<file path="src/rtl/ctl_seq_pkg.sv">
package ctl_seq_pkg;

  localparam int MAX_BODY = 5;
  localparam int STEP_W   = $clog2(MAX_BODY + 2);
  localparam int ST_W     = 5;
  localparam int CTRL_W   = 16;

  typedef enum logic [ST_W-1:0] {
    ST_PCADR    = 5'd0,
    ST_IRLD     = 5'd1,
    ST_ALU_RUN  = 5'd2,
    ST_ALU_WB   = 5'd3,
    ST_BRANCH   = 5'd4,
    ST_REG_LD   = 5'd5,
    ST_MV_ADR   = 5'd6,
    ST_MV_RD    = 5'd7,
    ST_MV_WR    = 5'd8,
    ST_PORT_ADR = 5'd9,
    ST_PORT_RD  = 5'd10,
    ST_PORT_WR  = 5'd11,
    ST_SP_ADR   = 5'd12,
    ST_RA_PUSH  = 5'd13,
    ST_CALL_GO  = 5'd14,
    ST_SP_UP    = 5'd15,
    ST_RA_POP   = 5'd16,
    ST_REG_PUSH = 5'd17,
    ST_STOP     = 5'd18
  } state_e;

  typedef enum logic [3:0] {
    CL_NOP, CL_ALU, CL_CMP, CL_JMP, CL_LDI, CL_MOV, CL_IN, CL_OUT,
    CL_CALL, CL_RET, CL_PUSH, CL_POP, CL_HLT
  } cls_e;

  localparam int B_PC_INC    = 0;
  localparam int B_PC_DRV    = 1;
  localparam int B_PC_LOAD   = 2;
  localparam int B_IR_LOAD   = 3;
  localparam int B_REG_WR    = 4;
  localparam int B_REG_DRV   = 5;
  localparam int B_ALU_DRV   = 6;
  localparam int B_FLAGS_UPD = 7;
  localparam int B_ADR_LOAD  = 8;
  localparam int B_MEM_RD    = 9;
  localparam int B_MEM_WR    = 10;
  localparam int B_SP_DRV    = 11;
  localparam int B_SP_DEC    = 12;
  localparam int B_SP_INC    = 13;
  localparam int B_PORT_SEL  = 14;
  localparam int B_STOP      = 15;

  function automatic logic [STEP_W-1:0] body_len(cls_e c);
    case (c)
      CL_ALU, CL_JMP, CL_LDI, CL_PUSH:        body_len = 3'd2;
      CL_CMP, CL_HLT:                          body_len = 3'd1;
      CL_MOV, CL_IN, CL_OUT, CL_RET, CL_POP:   body_len = 3'd3;
      CL_CALL:                                 body_len = 3'd5;
      default:                                 body_len = 3'd0;
    endcase
  endfunction

  function automatic state_e body_at(cls_e c, logic [STEP_W-1:0] i);
    body_at = ST_PCADR;
    case (c)
      CL_ALU:  body_at = (i == 0) ? ST_ALU_RUN : ST_ALU_WB;
      CL_CMP:  body_at = ST_ALU_RUN;
      CL_JMP:  body_at = (i == 0) ? ST_PCADR : ST_BRANCH;
      CL_LDI:  body_at = (i == 0) ? ST_PCADR : ST_REG_LD;
      CL_MOV:  body_at = (i == 0) ? ST_MV_ADR : (i == 1) ? ST_MV_RD : ST_MV_WR;
      CL_IN:   body_at = (i == 0) ? ST_PCADR : (i == 1) ? ST_PORT_ADR : ST_PORT_RD;
      CL_OUT:  body_at = (i == 0) ? ST_PCADR : (i == 1) ? ST_PORT_ADR : ST_PORT_WR;
      CL_CALL: case (i)
                 3'd0:    body_at = ST_PCADR;
                 3'd1:    body_at = ST_REG_LD;
                 3'd2:    body_at = ST_SP_ADR;
                 3'd3:    body_at = ST_RA_PUSH;
                 default: body_at = ST_CALL_GO;
               endcase
      CL_RET:  body_at = (i == 0) ? ST_SP_UP : (i == 1) ? ST_SP_ADR : ST_RA_POP;
      CL_PUSH: body_at = (i == 0) ? ST_SP_ADR : ST_REG_PUSH;
      CL_POP:  body_at = (i == 0) ? ST_SP_UP : (i == 1) ? ST_SP_ADR : ST_REG_LD;
      CL_HLT:  body_at = ST_STOP;
      default: body_at = ST_PCADR;
    endcase
  endfunction

endpackage

</file>
<file path="src/rtl/ctl_seq_decode.sv">
module ctl_seq_decode
  import ctl_seq_pkg::*;
#(
  parameter int OP_W = 8
) (
  input  logic [OP_W-1:0] op,
  input  logic            flag_z,
  input  logic            flag_c,
  output cls_e            cls,
  output logic            taken
);

  localparam int CLS_LSB = OP_W - 4;

  always_comb begin
    case (op[OP_W-1:CLS_LSB])
      4'h1:    cls = CL_ALU;
      4'h2:    cls = CL_CMP;
      4'h3:    cls = CL_JMP;
      4'h4:    cls = CL_LDI;
      4'h5:    cls = CL_MOV;
      4'h6:    cls = CL_IN;
      4'h7:    cls = CL_OUT;
      4'h8:    cls = CL_CALL;
      4'h9:    cls = CL_RET;
      4'hA:    cls = CL_PUSH;
      4'hB:    cls = CL_POP;
      4'hF:    cls = CL_HLT;
      default: cls = CL_NOP;
    endcase
  end

  always_comb begin
    case (op[2:0])
      3'd0:    taken = 1'b1;
      3'd1:    taken = flag_z;
      3'd2:    taken = ~flag_z;
      3'd3:    taken = flag_c;
      3'd4:    taken = ~flag_c;
      default: taken = 1'b0;
    endcase
  end

endmodule

</file>
<file path="src/rtl/ctl_seq_next.sv">
module ctl_seq_next
  import ctl_seq_pkg::*;
(
  input  state_e            cur_state,
  input  logic [STEP_W-1:0] cur_step,
  input  cls_e              cls,
  output state_e            nxt_state,
  output logic [STEP_W-1:0] nxt_step
);

  logic [STEP_W-1:0] body_idx;

  assign body_idx = cur_step - STEP_W'(1);

  always_comb begin
    if (cur_state == ST_STOP) begin
      nxt_state = ST_STOP;
      nxt_step  = cur_step;
    end else if (cur_step == '0) begin
      nxt_state = ST_IRLD;
      nxt_step  = STEP_W'(1);
    end else if (body_idx < body_len(cls)) begin
      nxt_state = body_at(cls, body_idx);
      nxt_step  = cur_step + STEP_W'(1);
    end else begin
      nxt_state = ST_PCADR;
      nxt_step  = '0;
    end
  end

endmodule

</file>
<file path="src/rtl/ctl_seq_strobes.sv">
module ctl_seq_strobes
  import ctl_seq_pkg::*;
(
  input  state_e            state,
  input  logic              taken,
  output logic [CTRL_W-1:0] ctrl
);

  always_comb begin
    ctrl = '0;
    case (state)
      ST_PCADR, ST_MV_ADR: begin
        ctrl[B_PC_DRV]   = 1'b1;
        ctrl[B_ADR_LOAD] = 1'b1;
        ctrl[B_PC_INC]   = 1'b1;
      end
      ST_IRLD: begin
        ctrl[B_MEM_RD]  = 1'b1;
        ctrl[B_IR_LOAD] = 1'b1;
      end
      ST_ALU_RUN: ctrl[B_FLAGS_UPD] = 1'b1;
      ST_ALU_WB: begin
        ctrl[B_ALU_DRV] = 1'b1;
        ctrl[B_REG_WR]  = 1'b1;
      end
      ST_BRANCH: begin
        ctrl[B_MEM_RD]  = 1'b1;
        ctrl[B_PC_LOAD] = taken;
      end
      ST_REG_LD: begin
        ctrl[B_MEM_RD] = 1'b1;
        ctrl[B_REG_WR] = 1'b1;
      end
      ST_MV_RD, ST_PORT_ADR: begin
        ctrl[B_MEM_RD]   = 1'b1;
        ctrl[B_ADR_LOAD] = 1'b1;
      end
      ST_MV_WR: begin
        ctrl[B_REG_DRV] = 1'b1;
        ctrl[B_MEM_WR]  = 1'b1;
      end
      ST_PORT_RD: begin
        ctrl[B_PORT_SEL] = 1'b1;
        ctrl[B_MEM_RD]   = 1'b1;
        ctrl[B_REG_WR]   = 1'b1;
      end
      ST_PORT_WR: begin
        ctrl[B_PORT_SEL] = 1'b1;
        ctrl[B_REG_DRV]  = 1'b1;
        ctrl[B_MEM_WR]   = 1'b1;
      end
      ST_SP_ADR: begin
        ctrl[B_SP_DRV]   = 1'b1;
        ctrl[B_ADR_LOAD] = 1'b1;
      end
      ST_RA_PUSH: begin
        ctrl[B_PC_DRV] = 1'b1;
        ctrl[B_MEM_WR] = 1'b1;
        ctrl[B_SP_DEC] = 1'b1;
      end
      ST_CALL_GO: begin
        ctrl[B_REG_DRV] = 1'b1;
        ctrl[B_PC_LOAD] = 1'b1;
      end
      ST_SP_UP: ctrl[B_SP_INC] = 1'b1;
      ST_RA_POP: begin
        ctrl[B_MEM_RD]  = 1'b1;
        ctrl[B_PC_LOAD] = 1'b1;
      end
      ST_REG_PUSH: begin
        ctrl[B_REG_DRV] = 1'b1;
        ctrl[B_MEM_WR]  = 1'b1;
        ctrl[B_SP_DEC]  = 1'b1;
      end
      ST_STOP: ctrl[B_STOP] = 1'b1;
      default: ctrl = '0;
    endcase
  end

endmodule

</file>
<file path="src/rtl/ctl_sequencer.sv">
module ctl_sequencer
  import ctl_seq_pkg::*;
#(
  parameter int OP_W = 8
) (
  input  logic              clk,
  input  logic              rst_n,
  input  logic [OP_W-1:0]   ir_op,
  input  logic              flag_z,
  input  logic              flag_c,
  output logic [ST_W-1:0]   state_o,
  output logic [CTRL_W-1:0] ctrl_o,
  output logic              halted_o
);

  state_e            state_q, state_d;
  logic [STEP_W-1:0] step_q, step_d;
  cls_e              cls;
  logic              taken;

  ctl_seq_decode #(.OP_W(OP_W)) u_dec (
    .op(ir_op), .flag_z(flag_z), .flag_c(flag_c), .cls(cls), .taken(taken)
  );

  ctl_seq_next u_next (
    .cur_state(state_q), .cur_step(step_q), .cls(cls),
    .nxt_state(state_d), .nxt_step(step_d)
  );

  ctl_seq_strobes u_strb (
    .state(state_q), .taken(taken), .ctrl(ctrl_o)
  );

  always_ff @(posedge clk) begin
    if (!rst_n) begin
      state_q <= ST_PCADR;
      step_q  <= '0;
    end else begin
      state_q <= state_d;
      step_q  <= step_d;
    end
  end

  assign state_o  = state_q;
  assign halted_o = (state_q == ST_STOP);

  AST_FETCH_PAIR: assert property (@(posedge clk) disable iff (!rst_n)
    (state_q == ST_PCADR && step_q == '0) |=> (state_q == ST_IRLD));
  AST_STOP_HOLD: assert property (@(posedge clk) disable iff (!rst_n)
    (state_q == ST_STOP) |=> (state_q == ST_STOP));
  AST_BRANCH_RETURN: assert property (@(posedge clk) disable iff (!rst_n)
    (state_q == ST_BRANCH) |=> (state_q == ST_PCADR));
  AST_CALL_RETURN: assert property (@(posedge clk) disable iff (!rst_n)
    (state_q == ST_CALL_GO) |=> (state_q == ST_PCADR && step_q == '0));
  AST_PCLOAD_SOURCE: assert property (@(posedge clk) disable iff (!rst_n)
    ctrl_o[B_PC_LOAD] |-> (state_q == ST_BRANCH || state_q == ST_CALL_GO
                           || state_q == ST_RA_POP));
  AST_STEP_LIMIT: assert property (@(posedge clk) disable iff (!rst_n)
    step_q <= STEP_W'(MAX_BODY + 1));

endmodule

</file>
<file path="config.mk">
export PLATFORM = sky130hd
export DESIGN_NAME = ctl_sequencer
export DESIGN_NICKNAME = d
export VERILOG_FILES = /design/src/rtl/ctl_seq_pkg.sv /design/src/rtl/ctl_seq_decode.sv /design/src/rtl/ctl_seq_next.sv /design/src/rtl/ctl_seq_strobes.sv /design/src/rtl/ctl_sequencer.sv
export SDC_FILE = /design/constraint.sdc
export NUM_CORES = 1
export LEC_CHECK = 0
export BUFFER_PORTS_ARGS = -buffer_cell sky130_fd_sc_hd__clkbuf_2
export CAP_MARGIN = 25
export CORE_ASPECT_RATIO = 1.2
export CORE_MARGIN = 3
export CORE_UTILIZATION = 30
export DETAILED_ROUTE_END_ITERATION = 8
export GPL_ROUTABILITY_DRIVEN = 0
export GPL_TIMING_DRIVEN = 0
export PLACE_DENSITY = 0.52
export RECOVER_POWER = 25
export REMOVE_ABC_BUFFERS = 1
export SKIP_LAST_GASP = 1
export SYNTH_ARGS = -nofsm -noshare
export SYNTH_HDL_FRONTEND = slang
export SYNTH_SLANG_ARGS = --single-unit
</file>
<file path="constraint.sdc">
create_clock -name clk -period 7.4 [get_ports clk]
set_clock_uncertainty 0.2 [all_clocks]
set_input_delay 0.74 -clock clk [delete_from_list [all_inputs] [get_ports clk]]
set_output_delay 0.74 -clock clk [all_outputs]
set_load 0.01 [all_outputs]
</file>
; Word level (Yosys, flattened, before mapping)
; Memories as Yosys holds them, arrays and structs flattened.
; Cells that the tools add are included.
[word_totals]
output_inout_bits = 22
elab_cells = 106
memories = 2
rom_bits = 112
ff_bits = 8
in_bits = 12
[op_classes]
n_reduce_logical = 16
addsub = 2
eq_ne = 37
muxes = 40
bitwise_logic = 4
n_lt_le_gt_ge = 1
[memory_table]
columns = memory, depth, word_bits, rd, rd_ports_with_merged_regs, wr, line_no
row1 = (name not given), 16, 4, 1, 0, 0, ctl_seq_decode.sv:16  ; case (op[OP_W-1:CLS_LSB])
row2 = (name not given), 16, 3, 1, 0, 0, ctl_seq_pkg.sv:53  ; case (c)
[op_table]
columns = operator, count
row1 = $pmux 5 s12, 1
row2 = $mux 5, 10
row3 = $eq 5x4->1 const B, 8
row4 = $eq 4x4->1 const B, 5
row5 = $eq 5x3->1 const B, 4
row6 = $mux 3, 6
row7 = $eq 4x3->1 const B, 4
row8 = $mux 1, 16
row9 = $pmux 4 s4, 1
row10 = $eq 5x5->1 const B, 3
row11 = $eq 3x2->1 const B, 4
row12 = $reduce_or 4->1, 3
row13 = $eq 5x2->1 const B, 2
row14 = $reduce_or 2->1, 5
row15 = $logic_not 3->1, 3
row16 = $eq 4x2->1 const B, 2
row17 = $mux 4, 2
row18 = $reduce_or 7->1, 1
row19 = $eq 3x1->1 const B, 2
row20 = $reduce_or 3->1, 2
row21 = $eq 5x1->1 const B, 1
row22 = $logic_not 5->1, 1
row23 = $pmux 1 s5, 1
row24 = $reduce_or 5->1, 1
row25 = other kinds (8), 12

; Longest topological paths before layout
; Gate-level depths: netlist (run 1).
[logic_depth]
ltp_word = 8
depth_mapped = 10
ltp_nobuf = 10

; Modules after synthesis
; From an unflattened synthesis (run 1), not the netlist that was laid out.
[unflattened]
hier_cells = 191
hier_area_um2 = 1393.8
[modules_own_cells]
columns = module, seq_area_each_um2, cells_each, instances, area_per_inst_um2
row1 = ctl_seq_next, 0.0, 105, 1, 726.9
row2 = ctl_seq_strobes, 0.0, 57, 1, 377.9
row3 = ctl_sequencer, 160.2, 18, 1, 226.5
row4 = ctl_seq_decode, 0.0, 11, 1, 62.6

; Worst setup path after synthesis (run 1)
; No wires, ideal clock.
[synth_path]
path_kind = input to register
startpoint = input port ir_op[7]
endpoint = register state_q[2] (netlist: state_o[2])
path_stages = 8
setup_slack_ps = 4807
arrival_time_ps = 2319
required_ps = 7126
n_path_buf = 2
setup_time_ps = 74
cell_sequence = clkbuf_2 clkbuf_1 nand3_1 ha_1 a21oi_1 a21boi_1 nand4_1 a31oi_1
[synth_via]
elab_chain_cells = 7
elab_cells_between_ends = 20
cone_classes = 1 x order compare / 12 x eq/ne / 3 x mux / 1 x bitwise / 1 x reduce/logical / 2 x memory
[synth_lines]
columns = item, line_no
row1 = "start, declared", ctl_sequencer.sv:8  ; input logic [OP_W-1:0] ir_op,
row2 = $mem_v2 16x4 (*), --
row3 = $mem_v2 16x3, --
row4 = $mux 3, ctl_seq_next.sv:19  ; end else if (cur_step == '0) begin
row5 = $mux 3, ctl_seq_next.sv:16  ; if (cur_state == ST_STOP) begin
row6 = $lt 3x3->1, ctl_seq_next.sv:22  ; end else if (body_idx < body_len(cls)) begin
row7 = $not 1->1 (no line), --
row8 = $reduce_or 4->1 (no line), --
row9 = "end signal, assigned", ctl_sequencer.sv:39  ; state_q <= state_d;
row10 = "end, declared", ctl_sequencer.sv:16  ; state_e state_q, state_d;
; Every way passes the cells marked *; elsewhere a longest branch is shown, timed or not. The select of a mux whose other input is x is not followed.
; A chain may end at the register's enable or synchronous reset.

; Worst setup path in the final report (run 1)
[layout_path]
startpoint = register step_q[0]
endpoint = register state_q[2] (netlist: state_o[2])
[layout_via]
elab_chain_cells = 5
elab_cells_between_ends = 19
cone_classes = 1 x add/sub / 1 x order compare / 3 x eq/ne / 10 x mux / 1 x bitwise / 3 x reduce/logical
[layout_lines]
columns = item, line_no
row1 = "start, declared", ctl_sequencer.sv:17  ; logic [STEP_W-1:0] step_q, step_d;
row2 = "start signal, assigned", ctl_sequencer.sv:40  ; step_q <= step_d;
row3 = $sub 3x1->3, ctl_seq_next.sv:13  ; assign body_idx = cur_step - STEP_W'(1);
row4 = $eq 3x1->1, "ctl_seq_pkg.sv:69, ctl_seq_pkg.sv:72, ctl_seq_pkg.sv:79"
row5 = $mux 5 / $mux 4 (equally long branches), "ctl_seq_pkg.sv:79, ctl_seq_pkg.sv:69"
row6 = $mux 5 (on tied branches), "ctl_seq_pkg.sv:79, ctl_seq_pkg.sv:69"
row7 = $pmux 5 s12, ctl_seq_pkg.sv:64  ; case (c)
; Several ways; a longest one is shown, not always the timed one.

==> flow_summary.rst, run 1 <==
.. list-table::
   :header-rows: 1

   * - Metric
     - Value
   * - Maximum count of clock buffers along a single path
     - 2
   * - Hold-fix buffers, CTS
     - 0
   * - WP data required
     - 7340 ps
   * - Area of the placeable core
     - 0.003694 mm2
   * - Total routed wirelength
     - roughly 3000 um
   * - Cell type contributing the most total cell area after synthesis
     - dfxtp_1
   * - Final clock period utilization by the worst path
     - 0.3953
   * - # Max-Cap Violations
     - 0
   * - Buffer cell driving the clock tree root
     - clkbuf_8
   * - Via count
     - 1,299
   * - Post-placement setup slack
     - 4472 ps
   * - Area of combinational cells with multiple inputs
     - around 920 um2
   * - Leakage power
     - a little under 0.6 nW
   * - Endpoints failing setup
     - 0
   * - Number of placement rows
     - 24
   * - Unrepaired setup endpoints after global routing
     - false
   * - Clock input transition at the sequential cells of the worst setup and hold paths
     - 40 ps
   * - Mean area per synthesized cell
     - approximately 6.4 um2
   * - Drt via density
     - a little over 5
   * - Pins Over Slew Limit
     - 0
   * - Number of distinct library cells after synthesis
     - 49
   * - Num ports
     - 34
   * - Power density cells
     - 127.8 mW/mm2
   * - Total Negative Setup Slacks
     - 0 ps
   * - Clock sink count
     - 8
   * - Startpoint class of the critical path
     - flip-flop
   * - Antenna violations before repair
     - 0
   * - Final nets
     - 227
   * - Maximum fanout along the worst path
     - 8
   * - Max frequency
     - 341.9 MHz
   * - Most used DFF post-synth
     - dfxtp_1
   * - TritonCTS clock tree
     - done
   * - Total grt overflow
     - 0
   * - Yosys warnings
     - 0
   * - Pre-antenna DRT Iters
     - 6
   * - DRC marker count from the first detailed-route iteration
     - between 90 and 100
   * - Worst Max-Slew Pin Slew
     - 542.7 ps
   * - Number of cells traversed by the worst hold path
     - 2
   * - Top post-synthesis cells by area
     - dfxtp_1 (14%), nor2_1 (8.6%), ha_1 (8.5%), a21oi_1 (6.8%), nand2_1 (5.4%)
   * - WL/cell
     - 11.68 um
   * - Final-report hold violation count
     - 0
   * - EDFF count, synth
     - 0
   * - Global-route wire length before repair
     - between 5000 and 6000 um
   * - CTS-repair resized insts
     - 0
   * - Critical path capture point type
     - flip-flop
   * - Area of the die
     - 0.004711 mm2
   * - Number of global-route vias before repair
     - 1,079
   * - Fill cell count
     - 410
   * - Worst Setup Slack, final
     - 4475 ps
   * - Most used cells in the layout excluding fill and tap cells
     - nor2_1 (27), clkbuf_2 (25), nand2_1 (17), a21oi_1 (16), o21ai_0 (12)
   * - Pin count of the biggest net entering global routing
     - 22
   * - Worst setup path category
     - reg2reg
   * - Tot GR Track Use
     - 0.1312
   * - CP arrival
     - 2870 ps
   * - Starting Density
     - 0.3184
   * - CTS HTree Levels
     - 1
   * - Proportion of synthesized chip area in sequential cells
     - 0.1362
   * - Slew Limit Headroom
     - 0.6344
   * - Cells on worst reg2reg path
     - 9
   * - Area taken by flip-flops and latches
     - 160.2 um2
   * - Outcome
     - complete, no violations
   * - DRC
     - 0
   * - Proportion of register bits with asynchronous set or reset after synthesis
     - 0
   * - Portion of synthesized cell area occupied by the leading cell type
     - 0.1362
   * - Post-synthesis to final-layout area growth
     - 17.02%
   * - Shortest period the worst path allows
     - 2925 ps
   * - Min-delay worst type
     - reg2reg
   * - Inserted Clock Buffers
     - 3
   * - Die Span Y
     - 74.59 um
   * - Worst Hold Margin
     - 345.8 ps
   * - Cell count after synthesis
     - 183
   * - Ant. Diodes
     - 0
   * - Number of synthesized register bits
     - 8
   * - Clk_lat worst skew
     - 220 ps
   * - Post-detailed-placement half-perimeter wirelength
     - 2260 um
   * - Postcts setup bufs
     - 0
   * - Leading cell type in the layout, fill and taps excluded
     - nor2_1
   * - Post-route ant nets
     - 0
   * - Total standard cell area after synthesis
     - approximately 0.0012 mm2
   * - Share of layout cells above drive strength 1
     - 0.1756
   * - Max VDD drop
     - 0.04181 mV
   * - Chip Width
     - 63.16 um
   * - Port bufs
     - 32
==> worst max-delay path, stage by stage (launching register included) <==
cell	delay (ps)
dfxtp_1	460
inv_1	140
ha_1	250
xnor2_2	320
inv_1	180
ha_1	340
a21oi_1	220
a21boi_1	360
nand4_1	200
a31oi_1	170
==> layout make-up <==
| class | count | share of cell area |
|---|---|---|
| clock buffer | 3 | 0.03000 |
| sequential | 8 | 0.1164 |
| multi-input combinational | 153 | 0.6718 |
| timing repair buffer | 32 | 0.1100 |
| inverter | 9 | 0.02455 |
| tap | 52 | 0.04727 |
==> through the flow <==
step                area [um2]  utilization  cells  power [mW]
floorplan                 1119            -    170      0.1021
global placement          1344       0.3638    254      0.1279
detailed placement        1344       0.3638    254      0.1277
CTS                       1385       0.3750    257      0.1786
global route              1376       0.3726    257      0.1931
finish                    1376       0.3726    257      0.1759
==> where the power goes <==
part	total [mW]	internal, mW	switching (mW)
logic	0.0737	0.0300	0.0437
clock network	0.0498	0.0350	0.0148
registers	0.0523	0.0455	0.00679
total	0.176	0.111	0.0653
==> path summary, 6_finish.rpt <==
check	startpoint	to	slack, ps
worst max-delay path	step_q[0]	state_o[2]	4470
worst min-delay path	step_q[1]	step_q[1]	350
worst max register to register	step_q[0]	state_o[2]	4470
worst min register to register	step_q[1]	step_q[1]	350
==> flip-flops by register name, indices dropped and copies added (netlist names) <==
register / cells
step_q: 3
state_o: 5
==> logic make-up (layout without fill, tap and decap cells) <==
kind of cell	after synthesis	count (layout)	share of synthesized area
xor gates and xnor gates	4	4	0.03618
adders and majority gates	9	9	0.09468
DFF	8	8	0.1362
and+or+nand+nor	87	87	0.3692
buffers and inverters	22	44	0.07765
AOI/OAI and AO/OA	53	53	0.2862
==> routing by layer <==
metal,up-vias,GRT usage,share of wire
met5,-,0,0
met4,0,0.05882,0.014
met3,2,0.007553,0.041
met2,33,0.2145,0.46
met1,572,0.1792,0.49
li1,692,-,-
==> synth_stat cells, types with 3 or more instances <==
| cell type | n |
|---|---|
| nor2_1 | 27 |
| nand2_1 | 17 |
| a21oi_1 | 16 |
| o21ai_0 | 12 |
| inv_1 | 9 |
| dfxtp_1 | 8 |
| ha_1 | 8 |
| nand2b_1 | 7 |
| nor3_1 | 7 |
| a31oi_1 | 6 |
| clkbuf_1 | 6 |
| nand3_1 | 5 |
| nor2b_1 | 5 |
| buf_2 | 3 |
| nand4_1 | 3 |
| o21a_1 | 3 |
(Power assumes the default switching activity.)
==> run 2, diff against run 1 <==
==> constraint.sdc (replaced) <==
create_clock -name clk -period 2.9 [get_ports clk]
set_clock_uncertainty 0.2 [all_clocks]
set_input_delay 0.29 -clock clk [delete_from_list [all_inputs] [get_ports clk]]
set_output_delay 0.29 -clock clk [all_outputs]
set_load 0.01 [all_outputs]
==> flow_summary.rst, run 2 (synthesized netlist as in run 1, its figures left out) <==
.. list-table::
   :header-rows: 1

   * - Metric
     - Value
   * - DRC
     - 0
   * - Shortest period the worst path allows
     - about 2600 ps
   * - Total routed wirelength
     - 2976 um
   * - Via count
     - 1,298
   * - Post-route ant nets
     - 0
   * - Max VDD drop
     - roughly 0.11 mV
   * - Number of global-route vias before repair
     - 1,079
   * - Total grt overflow
     - 0
   * - Worst Max-Slew Pin Slew
     - 551.0 ps
   * - Number of non-filler instances in the completed layout
     - about 260
   * - Summed area of non-filler cells in the final layout
     - 0.001400 mm2
   * - Antenna violations before repair
     - 0
   * - Pins Over Slew Limit
     - 0
   * - Final-report hold violation count
     - 0
   * - Min-delay worst type
     - in2reg
   * - Placed Cells
     - 254
   * - Maximum fanout along the worst path
     - 8
   * - Pin count of the biggest net entering global routing
     - 22
   * - Area of the die
     - 0.004711 mm2
   * - Area of the placeable core
     - 0.003694 mm2
   * - Final nets
     - 227
   * - Clk_lat worst skew
     - 220 ps
   * - Outcome
     - complete, no violations
   * - CP arrival
     - 2560 ps
   * - Util after Layout
     - 0.3791
   * - Placed inst area
     - about 0.0013 mm2
   * - DRC marker count from the first detailed-route iteration
     - 89
   * - Unrepaired setup endpoints after global routing
     - false
   * - Critical path capture point type
     - flip-flop
   * - Clock sink count
     - 8
   * - Post-detailed-placement half-perimeter wirelength
     - between 2000 and 2500 um
   * - Post-synthesis to final-layout area growth
     - 19.04%
   * - TritonCTS clock tree
     - done
   * - Startpoint class of the critical path
     - flip-flop
   * - Clock input transition at the sequential cells of the worst setup and hold paths
     - 40 ps
   * - Slew Limit Headroom
     - 0.6288
   * - Maximum single-stage delay on the critical path
     - ~400 ps
   * - Port bufs
     - 32
   * - Leakage power
     - 0.5819 nW
   * - Number of placement rows
     - 24
   * - Post-placement setup slack
     - -28.35 ps
   * - Critical path, cell by cell
     - inv_1, ha_1, xnor2_4, inv_1, ha_1, a21oi_1, a21boi_4, nand4_1, a31oi_1
   * - Worst setup path category
     - reg2reg
   * - WL/cell
     - 11.58 um
   * - # Max-Cap Violations
     - 0
   * - Ant. Diodes
     - 0
   * - Maximum count of clock buffers along a single path
     - 2
   * - WP data required
     - 2840 ps
   * - Final clock period utilization by the worst path
     - 0.9027
   * - Max frequency
     - 382.0 MHz
   * - Global-route wire length before repair
     - 5016 um
   * - Hold-fix buffers, CTS
     - 0
   * - Tot GR Track Use
     - 0.1312
   * - Power density cells
     - about 330 mW/mm2
   * - Share of layout cells above drive strength 1
     - 0.1854
   * - CTS HTree Levels
     - 1
   * - Drt via density
     - 5.051
   * - Postcts setup bufs
     - 0
   * - Num ports
     - 34
   * - Buffer cell driving the clock tree root
     - clkbuf_8
   * - Inserted Clock Buffers
     - 3
   * - Chip Width
     - between 60 and 70 um
   * - Most used cells in the layout excluding fill and tap cells
     - nor2_1 (27), clkbuf_2 (25), nand2_1 (17), a21oi_1 (16), o21ai_0 (12)
   * - Die Span Y
     - around 75 um
   * - Flip-flop count of the largest register after layout
     - 5
   * - Total Negative Setup Slacks
     - 0 ps
   * - Leading cell type in the layout, fill and taps excluded
     - nor2_1
   * - Starting Density
     - 0.3184
   * - Library cell contributing the largest single delay on the critical path
     - dfxtp_2
   * - Pre-antenna DRT Iters
     - 4
   * - Endpoints failing setup
     - 0
   * - Worst Setup Slack, final
     - 282.1 ps
==> run 2: cell counts in the layout (fill, tap and decap cells not counted) <==
Identical to the previous run, type by type.
==> run 2: metal layers <==
metal	track usage	share of wire
met5	0	0
met4	0.05882	0.014
met3	0.007553	0.046
met2	0.2145	0.47
met1	0.1792	0.47
==> run 2: what timing repair did <==
action                                  in CTS  in global routing
endpoints found under the setup margin       3                  7
endpoints found under the hold margin        0                  0
gates resized for setup                      1                  3
==> run 2: cell type report <==
class / count / area, um2
fillers: 407 / 2293
inverters: 9 / 33.78
flip-flops and latches: 8 / 161.4
clock buffers: 3 / 41.29
repair buffers: 32 / 151.4
well taps: 52 / 65.06
multi-input cells: 153 / 947.2
==> run 2: through the flow <==
step / power [mW] / hold WS, ps
finish: 0.4584 / 164.7
global route: 0.5026 / 210.6
CTS: 0.4574 / 162.0
detailed placement: 0.3258 / 346.9
global placement: 0.3263 / 329.9
floorplan: 0.2606 / 214.5
==> run 2: worst paths after layout <==
check                                   to  startpoint  slack [ps]  cells after the start
worst max-delay path            state_o[2]   step_q[0]         280                      9
worst min-delay path            state_o[0]       rst_n         160                      3
worst max register to register  state_o[2]   step_q[0]         280                      9
worst min register to register   step_q[1]   step_q[1]         340                      2
==> run 2: power breakdown <==
group / internal, mW / total [mW] / leakage, nW / switching [mW]
logic: 0.0825 / 0.197 / 0.495 / 0.115
clock network: 0.0894 / 0.127 / 0.0216 / 0.0380
registers: 0.117 / 0.134 / 0.0653 / 0.0173
==> run 2: worst max-delay path, delay by kind of cell, from the launching register on <==
| family | cells | cell delay [ps] |
|---|---|---|
| adder cells (fa/ha/maj) | 2 | 600 |
| XOR/XNOR | 1 | 250 |
| flip-flops | 1 | 390 |
| buffers and inverters | 2 | 270 |
| AO/OA/AOI/OAI | 3 | 660 |
| AND/OR/NAND/NOR | 1 | 170 |
==> run 3, diff against run 2 <==
--- a/config.mk
+++ b/config.mk
@@ -5,6 +5,7 @@
 export SDC_FILE = /design/constraint.sdc
 export NUM_CORES = 1
 export LEC_CHECK = 0
+export ABC_AREA = 1
 export BUFFER_PORTS_ARGS = -buffer_cell sky130_fd_sc_hd__clkbuf_2
 export CAP_MARGIN = 25
 export CORE_ASPECT_RATIO = 1.2
==> flow_summary.rst, run 3 <==
.. list-table::
   :header-rows: 1

   * - Metric
     - Value
   * - Outcome
     - complete, no violations
   * - Maximum fanout along the worst path
     - 6
   * - Placed Cells
     - 284
   * - DRC marker count from the first detailed-route iteration
     - 59
   * - Postcts setup bufs
     - 0
   * - Mean area per synthesized cell
     - 5.705 um2
   * - Total internal power
     - ~270 uW
   * - CP arrival
     - 2320 ps
   * - # Max-Cap Violations
     - 0
   * - Worst setup path category
     - reg2reg
   * - Share of power burned in the clock network
     - 0.298
   * - Post-route ant nets
     - 0
   * - Power density cells
     - 316.3 mW/mm2
   * - Post-synthesis to final-layout area growth
     - 21.06%
   * - Share of layout cells above drive strength 1
     - 0.2170
   * - Worst Hold Margin
     - 150.4 ps
   * - Final-report hold violation count
     - 0
   * - Global-route wire length before repair
     - ~5000 um
   * - CTS-repair resized insts
     - 0
   * - Clock input transition at the sequential cells of the worst setup and hold paths
     - 40 ps
   * - Startpoint class of the critical path
     - flip-flop
   * - WP data required
     - about 2900 ps
   * - Most numerous cell in the Yosys netlist
     - nand2_1
   * - Pins Over Slew Limit
     - 0
   * - Port bufs
     - 32
   * - Max VDD drop
     - 0.09531 mV
   * - Leading cell type in the layout, fill and taps excluded
     - nand2_1
   * - Total routed wirelength
     - 2974 um
   * - Number of synthesized register bits
     - 8
   * - Antenna violations before repair
     - 0
   * - Clk_lat worst skew
     - 220 ps
   * - Drt via density
     - 4.655
   * - Maximum count of clock buffers along a single path
     - 2
   * - Proportion of register bits with asynchronous set or reset after synthesis
     - 0
   * - Leakage power
     - about 0.72 nW
   * - Most used cells in the layout excluding fill and tap cells
     - nand2_1 (44), nor2_1 (33), inv_1 (26), nand3_1 (25), clkbuf_2 (25)
   * - Critical path, cell by cell
     - inv_1, ha_1, inv_1, nand2_1, nand2_1, ha_1, a21oi_1, a21boi_4, nand3_1, nor2_1
   * - Total grt overflow
     - 0
   * - Number of non-filler instances in the completed layout
     - 287
   * - Starting Density
     - 0.3145
   * - Top Metal Used
     - met4
   * - Total Negative Setup Slacks
     - 0 ps
   * - TritonCTS clock tree
     - done
   * - Number of placement rows
     - 24
   * - Proportion of synthesized chip area in sequential cells
     - 0.1390
   * - Chip Width
     - 62.58 um
   * - DRC
     - 0
   * - Fraction of power spent switching nets
     - 0.3822
   * - Met3 wire len
     - roughly 170 um
   * - Portion of synthesized cell area occupied by the leading cell type
     - 0.1433
   * - Top post-synthesis cells by area
     - nand2_1 (14%), dfxtp_1 (14%), nand3_1 (11%), nor2_1 (11%), ha_1 (8.7%)
   * - Maximum single-stage delay on the critical path
     - 410 ps
   * - Most used DFF post-synth
     - dfxtp_1
   * - Post-detailed-placement half-perimeter wirelength
     - between 2000 and 3000 um
   * - Cell count after synthesis
     - 202
   * - Power share of the sequential group
     - 0.280
   * - Util after Layout
     - 0.3808
   * - Post-Route M1 WL
     - 1287 um
   * - Yosys warnings
     - 0
   * - Clock sink count
     - 8
   * - Die Span Y
     - 73.89 um
   * - Detailed route wirelength on metal2
     - 1502 um
   * - Shortest period the worst path allows
     - 2357 ps
   * - Area of the die
     - 0.004624 mm2
   * - EDFF count, synth
     - 0
   * - Final clock period utilization by the worst path
     - 0.8126
   * - Unrepaired setup endpoints after global routing
     - false
   * - Area of the placeable core
     - roughly 0.0037 mm2
   * - Via count
     - between 1,000 and 1,500
   * - Library cell contributing the largest single delay on the critical path
     - dfxtp_1
   * - Switching power
     - 168.7 uW
   * - Min-delay worst type
     - in2reg
   * - CTS HTree Levels
     - 1
   * - Endpoints failing setup
     - 0
   * - Slew Limit Headroom
     - 0.8005
   * - Flip-flop count of the largest register after layout
     - 5
   * - Ant. Diodes
     - 0
   * - Pre-antenna DRT Iters
     - 4
   * - Number of global-route vias before repair
     - 1,175
   * - Hold-fix buffers, CTS
     - 0
   * - Worst Max-Slew Pin Slew
     - 298.2 ps
   * - WL/cell
     - 10.36 um
   * - Max frequency
     - 424.3 MHz
   * - Pin count of the biggest net entering global routing
     - 9
   * - Inserted Clock Buffers
     - 3
   * - Number of distinct library cells after synthesis
     - 28
   * - Buffer cell driving the clock tree root
     - clkbuf_8
   * - Cell type contributing the most total cell area after synthesis
     - nand2_1
   * - Num ports
     - 34
   * - Combinational power share
     - 0.422
   * - Tot GR Track Use
     - 0.1305
   * - Critical path capture point type
     - flip-flop
   * - Total standard cell area after synthesis
     - 0.001152 mm2
   * - Final nets
     - 257
   * - Top cell types by occurrence after synthesis
     - nand2_1 (44), nor2_1 (33), inv_1 (26)
==> run 3: cell types whose count changed after synthesis, sizes merged, moves of 7 or more <==
cell,before,now
nand3,5,26
clkbuf,7,0
nand2,17,55
a21oi,16,8
inv,9,29
nand2b,7,0
nor2,27,37
==> run 3: cells by family after synthesis <==
kind of cell,synth area share
xor+xnor,0.007602
simple gates,0.5396
buf+inv,0.1118
fa+ha+maj,0.08687
compound gates,0.1151
flops,0.1390
==> run 3: stage by stage <==
stage          setup slack, ps  total power [mW]  area (um2)
3_3_place_gp             517.4            0.3149        1363
5_1_grt                  291.0            0.4784        1395
6_report                 543.4            0.4413        1395
2_1_floorplan            853.2            0.2579        1137
4_1_cts                  501.8            0.4496        1404
3_5_place_dp             518.5            0.3137        1363
==> run 3: path summary, 6_finish.rpt <==
| check | startpoint | end | slack [ps] | cells after the start |
|---|---|---|---|---|
| max | step_q[0] | state_o[2] | 540 | 10 |
| min | rst_n | step_q[0] | 150 | 3 |
| max reg2reg | step_q[0] | state_o[2] | 540 | 10 |
| min reg2reg | step_q[1] | step_q[1] | 330 | 2 |
==> run 3: layout make-up <==
cell class | instances | area [um2]
inverter | 30 | 113.9
fill | 443 | 2268
clock buffer | 3 | 41.29
sequential | 8 | 160.2
multi-input combinational | 162 | 863.3
timing repair buffer | 32 | 151.4
tap | 52 | 65.06
==> run 3: per-layer routing <==
layer,vias to the layer above,global-route usage
met5,-,0
li1,717,-
met3,2,0.01835
met1,576,0.1519
met2,41,0.2453
met4,0,0.04412
==> run 3: worst max-delay path, delay by kind of cell, from the launching register on <==
kind	cells	cell delay, ps
compound gates	2	460
flops	1	410
simple gates	4	440
buf+inv	2	250
fa+ha+maj	2	530
==> run 3: power groups by stage <==
stage	registers, mW	clock network (mW)	logic [mW]
3_5_place_dp	0.125	0	0.188
4_1_cts	0.123	0.137	0.189
2_1_floorplan	0.125	0	0.133
3_3_place_gp	0.126	0	0.189
5_1_grt	0.125	0.142	0.212
6_report	0.124	0.132	0.186
